### src/rtl/pla_pkg.sv
package pla_pkg;
  typedef enum logic [1:0] {
    LIT_NONE = 2'b00,
    LIT_POS  = 2'b01,
    LIT_NEG  = 2'b10,
    LIT_KILL = 2'b11
  } lit_e;

  function automatic logic lit_pass(input logic [1:0] code, input logic x);
    case (lit_e'(code))
      LIT_NONE: lit_pass = 1'b1;
      LIT_POS:  lit_pass = x;
      LIT_NEG:  lit_pass = ~x;
      default:  lit_pass = 1'b0;
    endcase
  endfunction
endpackage

### src/rtl/pla_cfg_chain.sv
module pla_cfg_chain #(
  parameter int unsigned TOT = 50
) (
  input  logic           clk_i,
  input  logic           rst_ni,
  input  logic           cfg_en_i,
  input  logic           cfg_bit_i,
  input  logic           cfg_done_i,
  output logic [TOT-1:0] chain_o,
  output logic           valid_o
);
  logic [TOT-1:0] chain_q;
  logic           valid_q;

  always_ff @(posedge clk_i or negedge rst_ni) begin
    if (!rst_ni) begin
      chain_q <= '0;
      valid_q <= 1'b0;
    end else begin
      if (cfg_en_i) chain_q <= {chain_q[TOT-2:0], cfg_bit_i};
      // a load in progress always wins over done
      if (cfg_en_i)        valid_q <= 1'b0;
      else if (cfg_done_i) valid_q <= 1'b1;
    end
  end

  assign chain_o = chain_q;
  assign valid_o = valid_q;

  AST_SHIFT_IN: assert property (@(posedge clk_i) disable iff (!rst_ni)
    cfg_en_i |=> chain_q[0] == $past(cfg_bit_i));
  AST_SHIFT_MOVE: assert property (@(posedge clk_i) disable iff (!rst_ni)
    cfg_en_i |=> chain_q[TOT-1:1] == $past(chain_q[TOT-2:0]));
  AST_CHAIN_HOLD: assert property (@(posedge clk_i) disable iff (!rst_ni)
    !cfg_en_i |=> $stable(chain_q));
  AST_VALID_SET: assert property (@(posedge clk_i) disable iff (!rst_ni)
    (cfg_done_i && !cfg_en_i) |=> valid_q);
  AST_VALID_DROP: assert property (@(posedge clk_i) disable iff (!rst_ni)
    cfg_en_i |=> !valid_q);
endmodule

### src/rtl/pla_and_plane.sv
module pla_and_plane #(
  parameter int unsigned N_IN   = 3,
  parameter int unsigned N_TERM = 5,
  localparam int unsigned AW    = 2 * N_IN * N_TERM
) (
  input  logic              clk_i,
  input  logic              rst_ni,
  input  logic [AW-1:0]     and_cfg_i,
  input  logic [N_IN-1:0]   vars_i,
  output logic [N_TERM-1:0] term_o
);
  logic [N_TERM*N_IN-1:0] cell_ok;
  logic [N_TERM*N_IN-1:0] cell_kill;

  for (genvar t = 0; t < N_TERM; t++) begin : g_term
    for (genvar i = 0; i < N_IN; i++) begin : g_cell
      assign cell_ok[t*N_IN+i]   = pla_pkg::lit_pass(and_cfg_i[2*(t*N_IN+i) +: 2], vars_i[i]);
      assign cell_kill[t*N_IN+i] = &and_cfg_i[2*(t*N_IN+i) +: 2];
    end
    assign term_o[t] = &cell_ok[t*N_IN +: N_IN];

    AST_KILL_TERM: assert property (@(posedge clk_i) disable iff (!rst_ni)
      (|cell_kill[t*N_IN +: N_IN]) |-> !term_o[t]);
    AST_ALL_ABSENT: assert property (@(posedge clk_i) disable iff (!rst_ni)
      (and_cfg_i[2*t*N_IN +: 2*N_IN] == '0) |-> term_o[t]);
  end
endmodule

### src/rtl/pla_or_plane.sv
module pla_or_plane #(
  parameter int unsigned N_TERM = 5,
  parameter int unsigned N_OUT  = 4,
  localparam int unsigned OW    = N_TERM * N_OUT
) (
  input  logic              clk_i,
  input  logic              rst_ni,
  input  logic [OW-1:0]     or_cfg_i,
  input  logic [N_TERM-1:0] term_i,
  input  logic              valid_i,
  output logic [N_OUT-1:0]  func_o
);
  for (genvar o = 0; o < N_OUT; o++) begin : g_out
    assign func_o[o] = valid_i & |(term_i & or_cfg_i[o*N_TERM +: N_TERM]);

    AST_EMPTY_COL: assert property (@(posedge clk_i) disable iff (!rst_ni)
      (or_cfg_i[o*N_TERM +: N_TERM] == '0) |-> !func_o[o]);
  end
endmodule

### src/rtl/pla_core.sv
module pla_core #(
  parameter int unsigned N_IN   = 3,
  parameter int unsigned N_TERM = 5,
  parameter int unsigned N_OUT  = 4,
  localparam int unsigned AW    = 2 * N_IN * N_TERM,
  localparam int unsigned OW    = N_TERM * N_OUT,
  localparam int unsigned TOT   = AW + OW
) (
  input  logic             clk_i,
  input  logic             rst_ni,
  input  logic             cfg_en_i,
  input  logic             cfg_bit_i,
  input  logic             cfg_done_i,
  input  logic [N_IN-1:0]  vars_i,
  output logic [N_OUT-1:0] func_o,
  output logic             cfg_valid_o
);
  logic [TOT-1:0]    chain;
  logic [N_TERM-1:0] term;
  logic              valid;

  pla_cfg_chain #(.TOT(TOT)) u_chain (
    .clk_i, .rst_ni, .cfg_en_i, .cfg_bit_i, .cfg_done_i,
    .chain_o(chain), .valid_o(valid)
  );

  pla_and_plane #(.N_IN(N_IN), .N_TERM(N_TERM)) u_and (
    .clk_i, .rst_ni, .and_cfg_i(chain[AW-1:0]), .vars_i, .term_o(term)
  );

  pla_or_plane #(.N_TERM(N_TERM), .N_OUT(N_OUT)) u_or (
    .clk_i, .rst_ni, .or_cfg_i(chain[TOT-1:AW]), .term_i(term),
    .valid_i(valid), .func_o
  );

  assign cfg_valid_o = valid;

  AST_OUT_GATED: assert property (@(posedge clk_i) disable iff (!rst_ni)
    !cfg_valid_o |-> (func_o == '0));
  AST_LOAD_BLANKS: assert property (@(posedge clk_i) disable iff (!rst_ni)
    cfg_en_i |=> (func_o == '0));
endmodule

### config.mk
export PLATFORM = sky130hd
export DESIGN_NAME = pla_core
export DESIGN_NICKNAME = d
export VERILOG_FILES = /design/src/rtl/pla_pkg.sv /design/src/rtl/pla_cfg_chain.sv /design/src/rtl/pla_and_plane.sv /design/src/rtl/pla_or_plane.sv /design/src/rtl/pla_core.sv
export SDC_FILE = /design/constraint.sdc
export NUM_CORES = 1
export LEC_CHECK = 0
export ABC_CLOCK_PERIOD_IN_PS = 1800
export BUFFER_PORTS_ARGS = -buffer_cell sky130_fd_sc_hd__buf_2
export CORE_UTILIZATION = 45
export CTS_CLUSTER_DIAMETER = 30
export DETAILED_ROUTE_END_ITERATION = 10
export PLACE_DENSITY = 0.66
export SETUP_SLACK_MARGIN = 0.15
export SLEW_MARGIN = 20
export SYNTH_ARGS = -nofsm -noshare
export SYNTH_HDL_FRONTEND = slang
export SYNTH_SLANG_ARGS = --single-unit
### constraint.sdc
create_clock -name clk_i -period 1.8 [get_ports clk_i]
set_input_delay 0.36 -clock clk_i [delete_from_list [all_inputs] [get_ports clk_i]]
set_output_delay 0.36 -clock clk_i [all_outputs]
set_load 0.005 [all_outputs]
# Word-level counts from Yosys, hierarchy flattened
# Cells that the tools add are included.
[classes] eq_ne=30 muxes=17 bitwise_logic=11 n_reduce_logical=25
[ops] op="case mux 1 bit (3 select lines)" n=15
[ops] op="equality test 2 x 1 -> 1 bit (second input constant)" n=15
[ops] op="equality test 2 bit (second input constant)" n=15
[ops] op="logical NOT 2 bit" n=15
[ops] op="bitwise AND 5 bit" n=4
[ops] op="OR reduction 5 bit" n=4
[ops] op="AND reduction 3 bit" n=5
[ops] op="bitwise AND 1 bit" n=4
[ops] op="inverter 1 bit" n=3
[ops] op="2-to-1 mux 1 bit" n=2
[ops] op="nonzero test 2 bit" n=1
[totals] regBits=51

# Logic depth before layout (Yosys ltp)
# Gate-level depths: netlist of the first run.
[depth] word_depth=6 ltp_mapped=5

# Modules after synthesis
# From an unflattened synthesis of the first run, not the netlist that was laid out.
[unflattened] cells_unflattened=143 hier_area_um2=2459.9
[by_module_without_submodules] module="pla_cfg_chain" n_inst=1 cells_each=108 area_each_um2=2144.6
[by_module_without_submodules] module="pla_and_plane" n_inst=1 cells_each=23 area_each_um2=215.2
[by_module_without_submodules] module="pla_or_plane" n_inst=1 cells_each=12 area_each_um2=100.1

# Worst setup path before layout of the first run
# Ideal clock, no wire load.
[synth_path] path_kind="input to output" from="input vars_i[2]" to="output func_o[0]" arrival_ns=1.204 t_required_ns=1.440 setup_slack_ns=0.236 stages=5 path_buffers=1 cell_sequence="buf_4 > mux2i_1 > and3_4 > a222oi_1 > a21boi_1"
[synth_via] elab_chain_cells=6 word_cells_on_any_way=14 classes_between="mux: 5; bitwise: 3; reduce/logical: 6"
[synth_lines] element="from (decl)" line="pla_core.sv:14" source="input logic [N_IN-1:0] vars_i,"
[synth_lines] element="inverter 1 bit" line="pla_pkg.sv:13" source="LIT_NEG: lit_pass = ~x;"
[synth_lines] element="case mux 1 bit (3 select lines)" line="pla_pkg.sv:10" source="case (lit_e'(code))"
[synth_lines] element="AND reduction 3 bit" line="pla_and_plane.sv:20" source="assign term_o[t] = &cell_ok[t*N_IN +: N_IN];"
[synth_lines] element="bitwise AND 5 bit (*)" line="pla_or_plane.sv:14" source="assign func_o[o] = valid_i & |(term_i & or_cfg_i[o*N_TERM +: N_TERM]);"
[synth_lines] element="OR reduction 5 bit (*)" line="pla_or_plane.sv:14"
[synth_lines] element="bitwise AND 1 bit (*)" line="pla_or_plane.sv:14"
[synth_lines] element="to (decl)" line="pla_core.sv:15" source="output logic [N_OUT-1:0] func_o,"
# Every way passes the cells marked *; elsewhere a longest branch is shown, timed or not.

# Worst setup path in the final report of the first run
[layout_path] from="register u_chain.chain_q[28], in the netlist u_chain.chain_o[28]" to="output func_o[2]"
[layout_via] elab_chain_cells=6 word_cells_on_any_way=8 classes_between="eq/ne: 2; mux: 1; bitwise: 2; reduce/logical: 3"
[layout_lines] element="from (decl)" line="pla_cfg_chain.sv:12" source="logic [TOT-1:0] chain_q;"
[layout_lines] element="from (signal assigned)" line="pla_cfg_chain.sv:20" source="if (cfg_en_i) chain_q <= {chain_q[TOT-2:0], cfg_bit_i};"
[layout_lines] element="equality test 2 bit (tied with other cells)" line="pla_pkg.sv:10"
[layout_lines] element="case mux 1 bit (3 select lines) (*)" line="pla_pkg.sv:10"
[layout_lines] element="AND reduction 3 bit (*)" line="pla_and_plane.sv:20"
[layout_lines] element="bitwise AND 5 bit (*)" line="pla_or_plane.sv:14"
[layout_lines] element="OR reduction 5 bit (*)" line="pla_or_plane.sv:14"
[layout_lines] element="bitwise AND 1 bit (*)" line="pla_or_plane.sv:14"
# Marked as above.

==> results of run 1 <==
==> sequential cells by signal, indices dropped and copies added (netlist names) <==
signal and cells:
u_chain.chain_o 50, u_chain.valid_o 1
==> layout make-up <==
class,instances,share of cell area
tap,54,0.0273
clock buffer,6,0.0334
clock inverter,2,0.0142
timing repair buffer,19,0.0557
multi-input combinational,84,0.353
sequential,51,0.516
==> routing by layer <==
metal / vias to the layer above / track usage / share of wire
met3: 4 / 0.0506 / 0.036
met4: 0 / 0.0458 / 0.0078
met2: 26 / 0.254 / 0.48
met1: 608 / 0.219 / 0.48
li1: 563 / - / -
met5: - / 0 / 0
==> power groups by stage <==
stage / logic, mW / registers [mW] / clock network [mW]
floorplan: 0.478 / 1.59 / 0
global placement: 0.605 / 1.64 / 0
detailed placement: 0.617 / 1.65 / 0
CTS: 0.712 / 1.62 / 0.831
global route: 0.804 / 1.67 / 0.884
finish: 0.739 / 1.62 / 0.813
==> Yosys cell counts <==
master,instances
dfrtp_1,51
mux2_2,50
mux2i_1,15
buf_2,5
a21boi_1,4
a222oi_1,4
a22oi_1,4
and3_1,4
buf_4,2
nor2_1,2
and3_4,1
buf_6,1
clkbuf_1,1
==> cells by family (layout without fill, tap and decap cells) <==
| logic type | count (synthesis) | after routing | synth area share |
|---|---|---|---|
| multiplexers | 65 | 65 | 0.326 |
| flip-flops | 51 | 51 | 0.583 |
| AO/OA/AOI/OAI | 12 | 12 | 0.0457 |
| buffers and inverters | 9 | 27 | 0.0252 |
| AND/OR/NAND/NOR | 7 | 7 | 0.0200 |
==> worst paths after layout <==
check / to / slack [ps] / start
worst max-delay path: func_o[2] / -90 / u_chain.chain_o[28]$_DFFE_PN0P_
worst max register to register: u_chain.chain_o[5]$_DFFE_PN0P_ / 910 / u_chain.chain_o[4]$_DFFE_PN0P_
max in group asynchronous: u_chain.chain_o[23]$_DFFE_PN0P_ / 1530 / rst_ni
worst min-delay path: u_chain.chain_o[42]$_DFFE_PN0P_ / 30 / rst_ni
min in group clk_i: u_chain.valid_o$_DFFE_PN0P_ / 270 / cfg_done_i
worst min register to register: u_chain.chain_o[49]$_DFFE_PN0P_ / 520 / u_chain.chain_o[49]$_DFFE_PN0P_
==> worst max-delay path, cell delays in order, from the launching register on <==
cell and delay [ps]:
dfrtp_1 380, mux2i_1 70, and3_4 200, a222oi_1 330, a21boi_1 120, buf_2 130
==> what timing repair did <==
| action | 4_1_cts | 5_1_grt |
|---|---|---|
| hold buffers | 0 | 0 |
| resized for setup | 4 | 2 |
| setup buffers | 4 | 1 |
| setup endpoints to repair | 4 | 4 |
| pin swaps | 6 | 3 |
==> per-stage QoR <==
| step | std cells | hold WS [ps] | utilization | setup TNS [ps] |
|---|---|---|---|---|
| 3_5_place_dp | 203 | 368 | 0.490 | -173 |
| 3_3_place_gp | 203 | 366 | 0.490 | -184 |
| 5_1_grt | 216 | 37.3 | 0.527 | -742 |
| 6_report | 216 | 29.3 | 0.527 | -307 |
| 2_1_floorplan | 144 | 64.4 | - | 0 |
| 4_1_cts | 215 | 40.6 | 0.523 | -376 |
==> flow_summary.toml, run 1 <==
[run_status]
violations = "negative setup slack"
status = "finished, violations left"

[power_and_ir_drop]
p_leak_nw = 1.19
p_seq_frac = 0.511
p_sw_frac = 0.268
p_per_area_nw_per_um2 = 1280
combinationalPowerShare = 0.233
p_sw_mw = 0.852
p_clk_frac = 0.256
vdd_ir_drop_max_mv = 0.627
intPower_mw = 2.32
finalPower_mw = 3.17

[die]
fp.coreArea_sq_um = 4690
rows = 25
die_area_sq_um = 5150
initial_core_util = 0.466
die_h_um = 71.7
die_w_um = 71.7
ios = 13

[timing]
fin_ws_ps = -86.8
finalHoldViolations = 0
slew_violations = 0
relSlewSlack = 0.804
min_period_over_period = 1.05
worst_pin_slew_ps = 293
setup_viol = 4
fin_skew_ps = 8.02
period_needed_ps = 1890
max_freq_mhz = 530
rsz0062_at_grt = "true"

[placed_design]
pre_cts_slack_ps = -53.5
placed_cell_area_sq_um = 2300
gp_congestion = 0.744
port_buffers = 12
post-dp-hpwl_um = 2390

[layout]
fillerInstances = 408
ff_latch_area_sq_um = 1280
most-common-layout-cells = "dfrtp_1 (51), mux2_2 (50), mux2i_1 (15)"
syn2layout_area_growth_pct = 12.9
antenna_cells = 0
final_common_cell = "dfrtp_1"
nNetsFinal = 169
multi_input_area_sq_um = 872
final_area_sq_um = 2470
layout-drive-gt1-share = 0.500

[grt]
grt_max_degree = 52
grt.total_usage = 0.162
grt_first_pass_wirelength_um = 6250
grt-ovfl-total = 0
antenna_found_initial = 0
grt_pass1_vias = 1253

[drt]
drt_wl_total_um = 3720
avgViaCountPerCell = 5.56
postRouteAntennaNets = 0
drc_errors = 0
drt_iter0_markers = 67
wl_per_cell_um = 17.2
drtPass1Iterations = 4
vias = 1201

[critical_path]
r2r_cells = 2
critical_path_arrival_ps = 1530
start_kind = "flip-flop"
worstPathRequired_ps = 1440
path_max_fanout = 4
criticalPathCategory = "reg -> out"
cp-end-kind = "output port"

[yosys]
ys_warn_count = 0
netlist.area_leader.share = 0.583
synth_top_area_cell = "dfrtp_1"
ys_types = 13
syn-num-nets = 152
syn-cell-area_sq_um = 2190
ys_top_cells_by_area = "dfrtp_1 (58%), mux2_2 (26%), mux2i_1 (6.9%), a222oi_1 (1.8%), a21boi_1 (1.4%)"
syn_avg_cell_area_sq_um = 15.2
yosysSeqAreaShare = 0.583
netlist_instances = 144
ys_ff_latch = 51

[flow_run]
drv_cap = 0

[clock_tree]
cts_sinks = 51
worstSkewPairLatency_ps = 300
htree_levels = 2
path_clk_slew_ps = 90
numCtsBuffers = 5
clockRootBuffer = "clkbuf_8"
tritoncts = "done"
clockBufferDepth = 2

[min_path]
hold_class = "in -> async"
(Power assumes the default switching activity.)
==> inputs of run 2 (changes only) <==
--- a/config.mk
+++ b/config.mk
@@ -6,11 +6,11 @@
 export NUM_CORES = 1
 export LEC_CHECK = 0
 export ABC_CLOCK_PERIOD_IN_PS = 1800
-export BUFFER_PORTS_ARGS = -buffer_cell sky130_fd_sc_hd__buf_2
 export CORE_UTILIZATION = 45
 export CTS_CLUSTER_DIAMETER = 30
 export DETAILED_ROUTE_END_ITERATION = 10
-export PLACE_DENSITY = 0.66
+export DONT_BUFFER_PORTS = 1
+export PLACE_DENSITY = 0.64
 export SETUP_SLACK_MARGIN = 0.15
 export SLEW_MARGIN = 20
 export SYNTH_ARGS = -nofsm -noshare
==> flow_summary.toml, run 2 (synthesized netlist as in run 1, its figures left out) <==
[timing]
period_needed_ps = 1820
rsz0062_at_grt = "true"
relSlewSlack = 0.782
worst_pin_slew_ps = 327
fin_skew_ps = 7.57
finalHoldViolations = 0
fin_ws_ps = -24.5
slew_violations = 0
min_period_over_period = 1.01
whs_ps = 129
max_freq_mhz = 548
setup_viol = 2

[clock_tree]
clockBufferDepth = 2
clockRootBuffer = "clkbuf_8"
worstSkewPairLatency_ps = 300
path_clk_slew_ps = 90
cts_setup_buffers = 0
tritoncts = "done"
cts_sinks = 51
numCtsBuffers = 5
htree_levels = 2

[critical_path]
cpLargestDelayFamily = "compound AO/OA/AOI/OAI gates"
path_max_fanout = 4
cp_slowest_cell = "dfrtp_1"
critical_path_arrival_ps = 1460
criticalPathCategory = "reg -> out"
path_cells = "mux2i_1, and3_4, a222oi_1, a21boi_1"
slowest_delay_ps = 380
crit_start = "u_chain.chain_o[27]$_DFFE_PN0P_"
r2r_start = "u_chain.chain_o[11]$_DFFE_PN0P_"
worstPathRequired_ps = 1440
cp-end-kind = "output port"
start_kind = "flip-flop"
cp.buffers_inverters = 0

[layout]
utilization = 0.499
fillerInstances = 400
final_common_cell = "dfrtp_1"
multi_input_area_sq_um = 873
ff_latch_area_sq_um = 1280
final_area_sq_um = 2340
syn2layout_area_growth_pct = 7.03
nNetsFinal = 152
largest_reg_flops = 50
most-common-layout-cells = "dfrtp_1 (51), mux2_2 (50), mux2i_1 (15)"
layout-drive-gt1-share = 0.438
antenna_cells = 0

[power_and_ir_drop]
p_per_area_nw_per_um2 = 1240
p_leak_nw = 1.09
vdd_ir_drop_max_mv = 0.433

[drt]
postRouteAntennaNets = 0
wl_per_cell_um = 18.0
drt_iter0_markers = 51
vias = 1147
drt_wl_total_um = 3560
drc_errors = 0
avgViaCountPerCell = 5.79
drtPass1Iterations = 6

[grt]
grt_first_pass_wirelength_um = 6040
grt_max_degree = 52
antenna_found_initial = 0
grt-ovfl-total = 0
use_met2 = 0.264
grt_pass1_vias = 1205
grt.total_usage = 0.155
gr-usage-met3 = 0.0422
busiest_layer = "met2"
grt_util_met1 = 0.193

[die]
initial_core_util = 0.466
die_area_sq_um = 5150
fp.coreArea_sq_um = 4690
die_w_um = 71.7
die_h_um = 71.7
rows = 25
ios = 13

[placed_design]
port_buffers = 0
pre_cts_slack_ps = 235
placed_cell_area_sq_um = 2200
gp_congestion = 0.768
post-dp-hpwl_um = 2370

[run_status]
status = "finished, violations left"
violations = "negative setup slack"

[flow_run]
drv_cap = 0

[min_path]
worstHoldStart = "cfg_en_i"
hold_class = "in -> reg"
-- run 2: cell types whose count changed in the layout (fill, tap and decap cells not counted), sizes merged --
cell | previous run | this run
bufinv | 1 | 0
buf | 19 | 1
dlygate4sd3 | 0 | 1
-- run 2: repair_timing --
action	4_1_cts	5_1_grt
gates cloned	0	0
resized for setup	6	1
hold buffers	2	0
endpoints found under the setup margin	4	4
hold endpoints to repair	51	0
pin swaps	6	6
-- run 2: cell type report --
| class | instances | area share |
|---|---|---|
| repair buffers | 2 | 0.0160 |
| multi-input cells | 84 | 0.373 |
| clock inverters | 1 | 0.00214 |
| clock buffers | 6 | 0.0353 |
| flip-flops and latches | 51 | 0.545 |
| well taps | 54 | 0.0288 |
-- run 2: power by group --
group | leakage [nW] | switching, mW | internal, mW
sequential | 0.662 | 0.205 | 1.43
combinational | 0.383 | 0.239 | 0.377
clock | 0.0470 | 0.342 | 0.302
-- run 2: metal layers --
layer | share of wire | vias up
met1 | 0.47 | 597
met4 | 0.0039 | 0
met2 | 0.49 | 19
met5 | 0 | -
met3 | 0.034 | 2
li1 | - | 529
-- run 2: metrics by stage --
stage	std cells	total power, mW	setup TNS, ps
finish	198	2.90	-46.5
global route	198	3.07	-413
CTS	198	2.92	-65.3
detailed placement	189	2.22	0
global placement	189	2.18	0
floorplan	144	2.07	0
-- run 2: path summary, 6_finish.rpt --
kind                       slack, ps                              end  cells after the start
max                              -20                        func_o[1]                      4
min                              130      u_chain.valid_o$_DFFE_PN0P_                      1
max reg2reg                     1010  u_chain.chain_o[11]$_DFFE_PN0P_                      1
min reg2reg                      520  u_chain.chain_o[49]$_DFFE_PN0P_                      1
max in group asynchronous       1010  u_chain.chain_o[21]$_DFFE_PN0P_                      2
min in group asynchronous        580  u_chain.chain_o[28]$_DFFE_PN0P_                      2
==> inputs of run 3 (changes only) <==
--- a/config.mk
+++ b/config.mk
@@ -7,9 +7,11 @@
 export LEC_CHECK = 0
 export ABC_CLOCK_PERIOD_IN_PS = 1800
 export CORE_UTILIZATION = 45
+export CTS_BUF_LIST = sky130_fd_sc_hd__clkbuf_2 sky130_fd_sc_hd__clkbuf_4 sky130_fd_sc_hd__clkbuf_8
 export CTS_CLUSTER_DIAMETER = 30
 export DETAILED_ROUTE_END_ITERATION = 10
 export DONT_BUFFER_PORTS = 1
+export MAX_ROUTING_LAYER = met4
 export PLACE_DENSITY = 0.64
 export SETUP_SLACK_MARGIN = 0.15
 export SLEW_MARGIN = 20
==> flow_summary.toml, run 3 (synthesized netlist as in run 1, its figures left out) <==
[power_and_ir_drop]
vdd_ir_drop_max_mv = 0.434
p_sw_frac = 0.271
intPower_mw = 2.11
p_leak_nw = 1.09
p_seq_frac = 0.565
p_clk_frac = 0.223
p_sw_mw = 0.785
combinationalPowerShare = 0.213
p_per_area_nw_per_um2 = 1240

[timing]
min_period_over_period = 1.02
relSlewSlack = 0.770
fin_skew_ps = 7.43
worst_pin_slew_ps = 345
period_needed_ps = 1840
finalHoldViolations = 0
fin_tns_setup_ps = -59.3
max_freq_mhz = 545
fin_ws_ps = -36.0
rsz0062_at_grt = "true"
slew_violations = 0
setup_viol = 2

[critical_path]
r2r_end = "u_chain.chain_o[11]$_DFFE_PN0P_"
worstPathRequired_ps = 1440
criticalPathCategory = "reg -> out"
path_max_fanout = 4
cp-endpoint = "func_o[0]"
path_cells = "mux2i_1, and3_4, a222oi_1, a21boi_1"
start_kind = "flip-flop"
r2r_cells = 1
critical_path_arrival_ps = 1480
rrSetupSlack_ps = 1010
slowest_delay_ps = 380
cp_slowest_cell = "dfrtp_1"
r2r_start = "u_chain.chain_o[11]$_DFFE_PN0P_"
cp-end-kind = "output port"
crit_start = "u_chain.chain_o[27]$_DFFE_PN0P_"

[drt]
drtPass1Iterations = 4
wl_per_cell_um = 18.0
vias = 1165
drt_wl_total_um = 3570
avgViaCountPerCell = 5.88
drt_iter0_markers = 53
drc_errors = 0
postRouteAntennaNets = 0

[placed_design]
port_buffers = 0
pre_cts_slack_ps = 235
placed_cell_area_sq_um = 2200
place_inst = 189
gp_congestion = 0.779
post-dp-hpwl_um = 2370

[die]
die_w_um = 71.7
initial_core_util = 0.466
ios = 13
fp.coreArea_sq_um = 4690
rows = 25
die_area_sq_um = 5150
die_h_um = 71.7

[grt]
grt.total_usage = 0.160
antenna_found_initial = 0
grt_first_pass_wirelength_um = 6050
grt_max_degree = 52
grt_pass1_vias = 1204
grt-ovfl-total = 0

[run_status]
violations = "negative setup slack"
status = "finished, violations left"

[min_path]
hold_depth = 1
hold_class = "in -> reg"

[layout]
fin_cells = 198
nNetsFinal = 152
fillerInstances = 400
antenna_cells = 0
utilization = 0.499
final_common_cell = "dfrtp_1"
final_area_sq_um = 2340
syn2layout_area_growth_pct = 7.03
most-common-layout-cells = "dfrtp_1 (51), mux2_2 (50), mux2i_1 (15)"
largest_reg_flops = 50
layout-drive-gt1-share = 0.438

[clock_tree]
tritoncts = "done"
path_clk_slew_ps = 90
clockRootBuffer = "clkbuf_8"
htree_levels = 2
cts_sinks = 51
clockBufferDepth = 2
worstSkewPairLatency_ps = 300
numCtsBuffers = 5

[flow_run]
drv_cap = 0
[run 3: cell counts in the layout (fill, tap and decap cells not counted)]
Identical to the previous run, type by type.
[run 3: layout make-up]
type	count	area, sq um	share of cell area
clock inverters	1	5.00	0.00214
well taps	54	67.6	0.0288
flip-flops and latches	51	1280	0.545
multi-input cells	84	873	0.373
repair buffers	2	37.5	0.0160
clock buffers	6	82.6	0.0353
[run 3: how the worst min path moves through the flow]
stage	start	end	slack (ps)
2_1_floorplan	rst_ni	u_chain.chain_o[0]$_DFFE_PN0P_	60
6_report	cfg_en_i	u_chain.valid_o$_DFFE_PN0P_	130
3_3_place_gp	rst_ni	u_chain.chain_o[43]$_DFFE_PN0P_	70
3_5_place_dp	rst_ni	u_chain.chain_o[41]$_DFFE_PN0P_	70
5_1_grt	cfg_en_i	u_chain.valid_o$_DFFE_PN0P_	120
4_1_cts	cfg_en_i	u_chain.valid_o$_DFFE_PN0P_	120
[run 3: metrics by stage]
| stage | hold slack, ps | power (mW) |
|---|---|---|
| finish | 129 | 2.89 |
| global route | 121 | 3.07 |
| CTS | 116 | 2.92 |
| detailed placement | 65.7 | 2.22 |
| global placement | 65.6 | 2.18 |
| floorplan | 64.4 | 2.07 |
[run 3: per-layer routing]
layer,track usage,vias to the layer above,wire (um)
met1,0.193,607,1650
met3,0.0422,2,142
met5,-,-,0
met2,0.264,26,1770
li1,-,530,-
met4,0.0458,0,14
[run 3: timing repair]
action / CTS / global route
endpoints found under the setup margin: 4 / 4
cloned: 0 / 0
hold buffers: 2 / 0
resized for setup: 6 / 1
pin swaps: 6 / 6
hold endpoints to repair: 51 / 0
setup buffers: 0 / 0
[run 3: critical path: cells and delay by family, from the launching register on]
kind | cells | cell delay [ps]
mux | 1 | 80
compound gates | 2 | 510
simple gates | 1 | 210
flops | 1 | 380
[run 3: power by group through the flow]
stage	sequential [mW]	combinational, mW	clock [mW]
3_3_place_gp	1.65	0.531	0
6_report	1.63	0.616	0.644
5_1_grt	1.68	0.680	0.711
3_5_place_dp	1.66	0.557	0
2_1_floorplan	1.59	0.478	0
4_1_cts	1.64	0.615	0.667
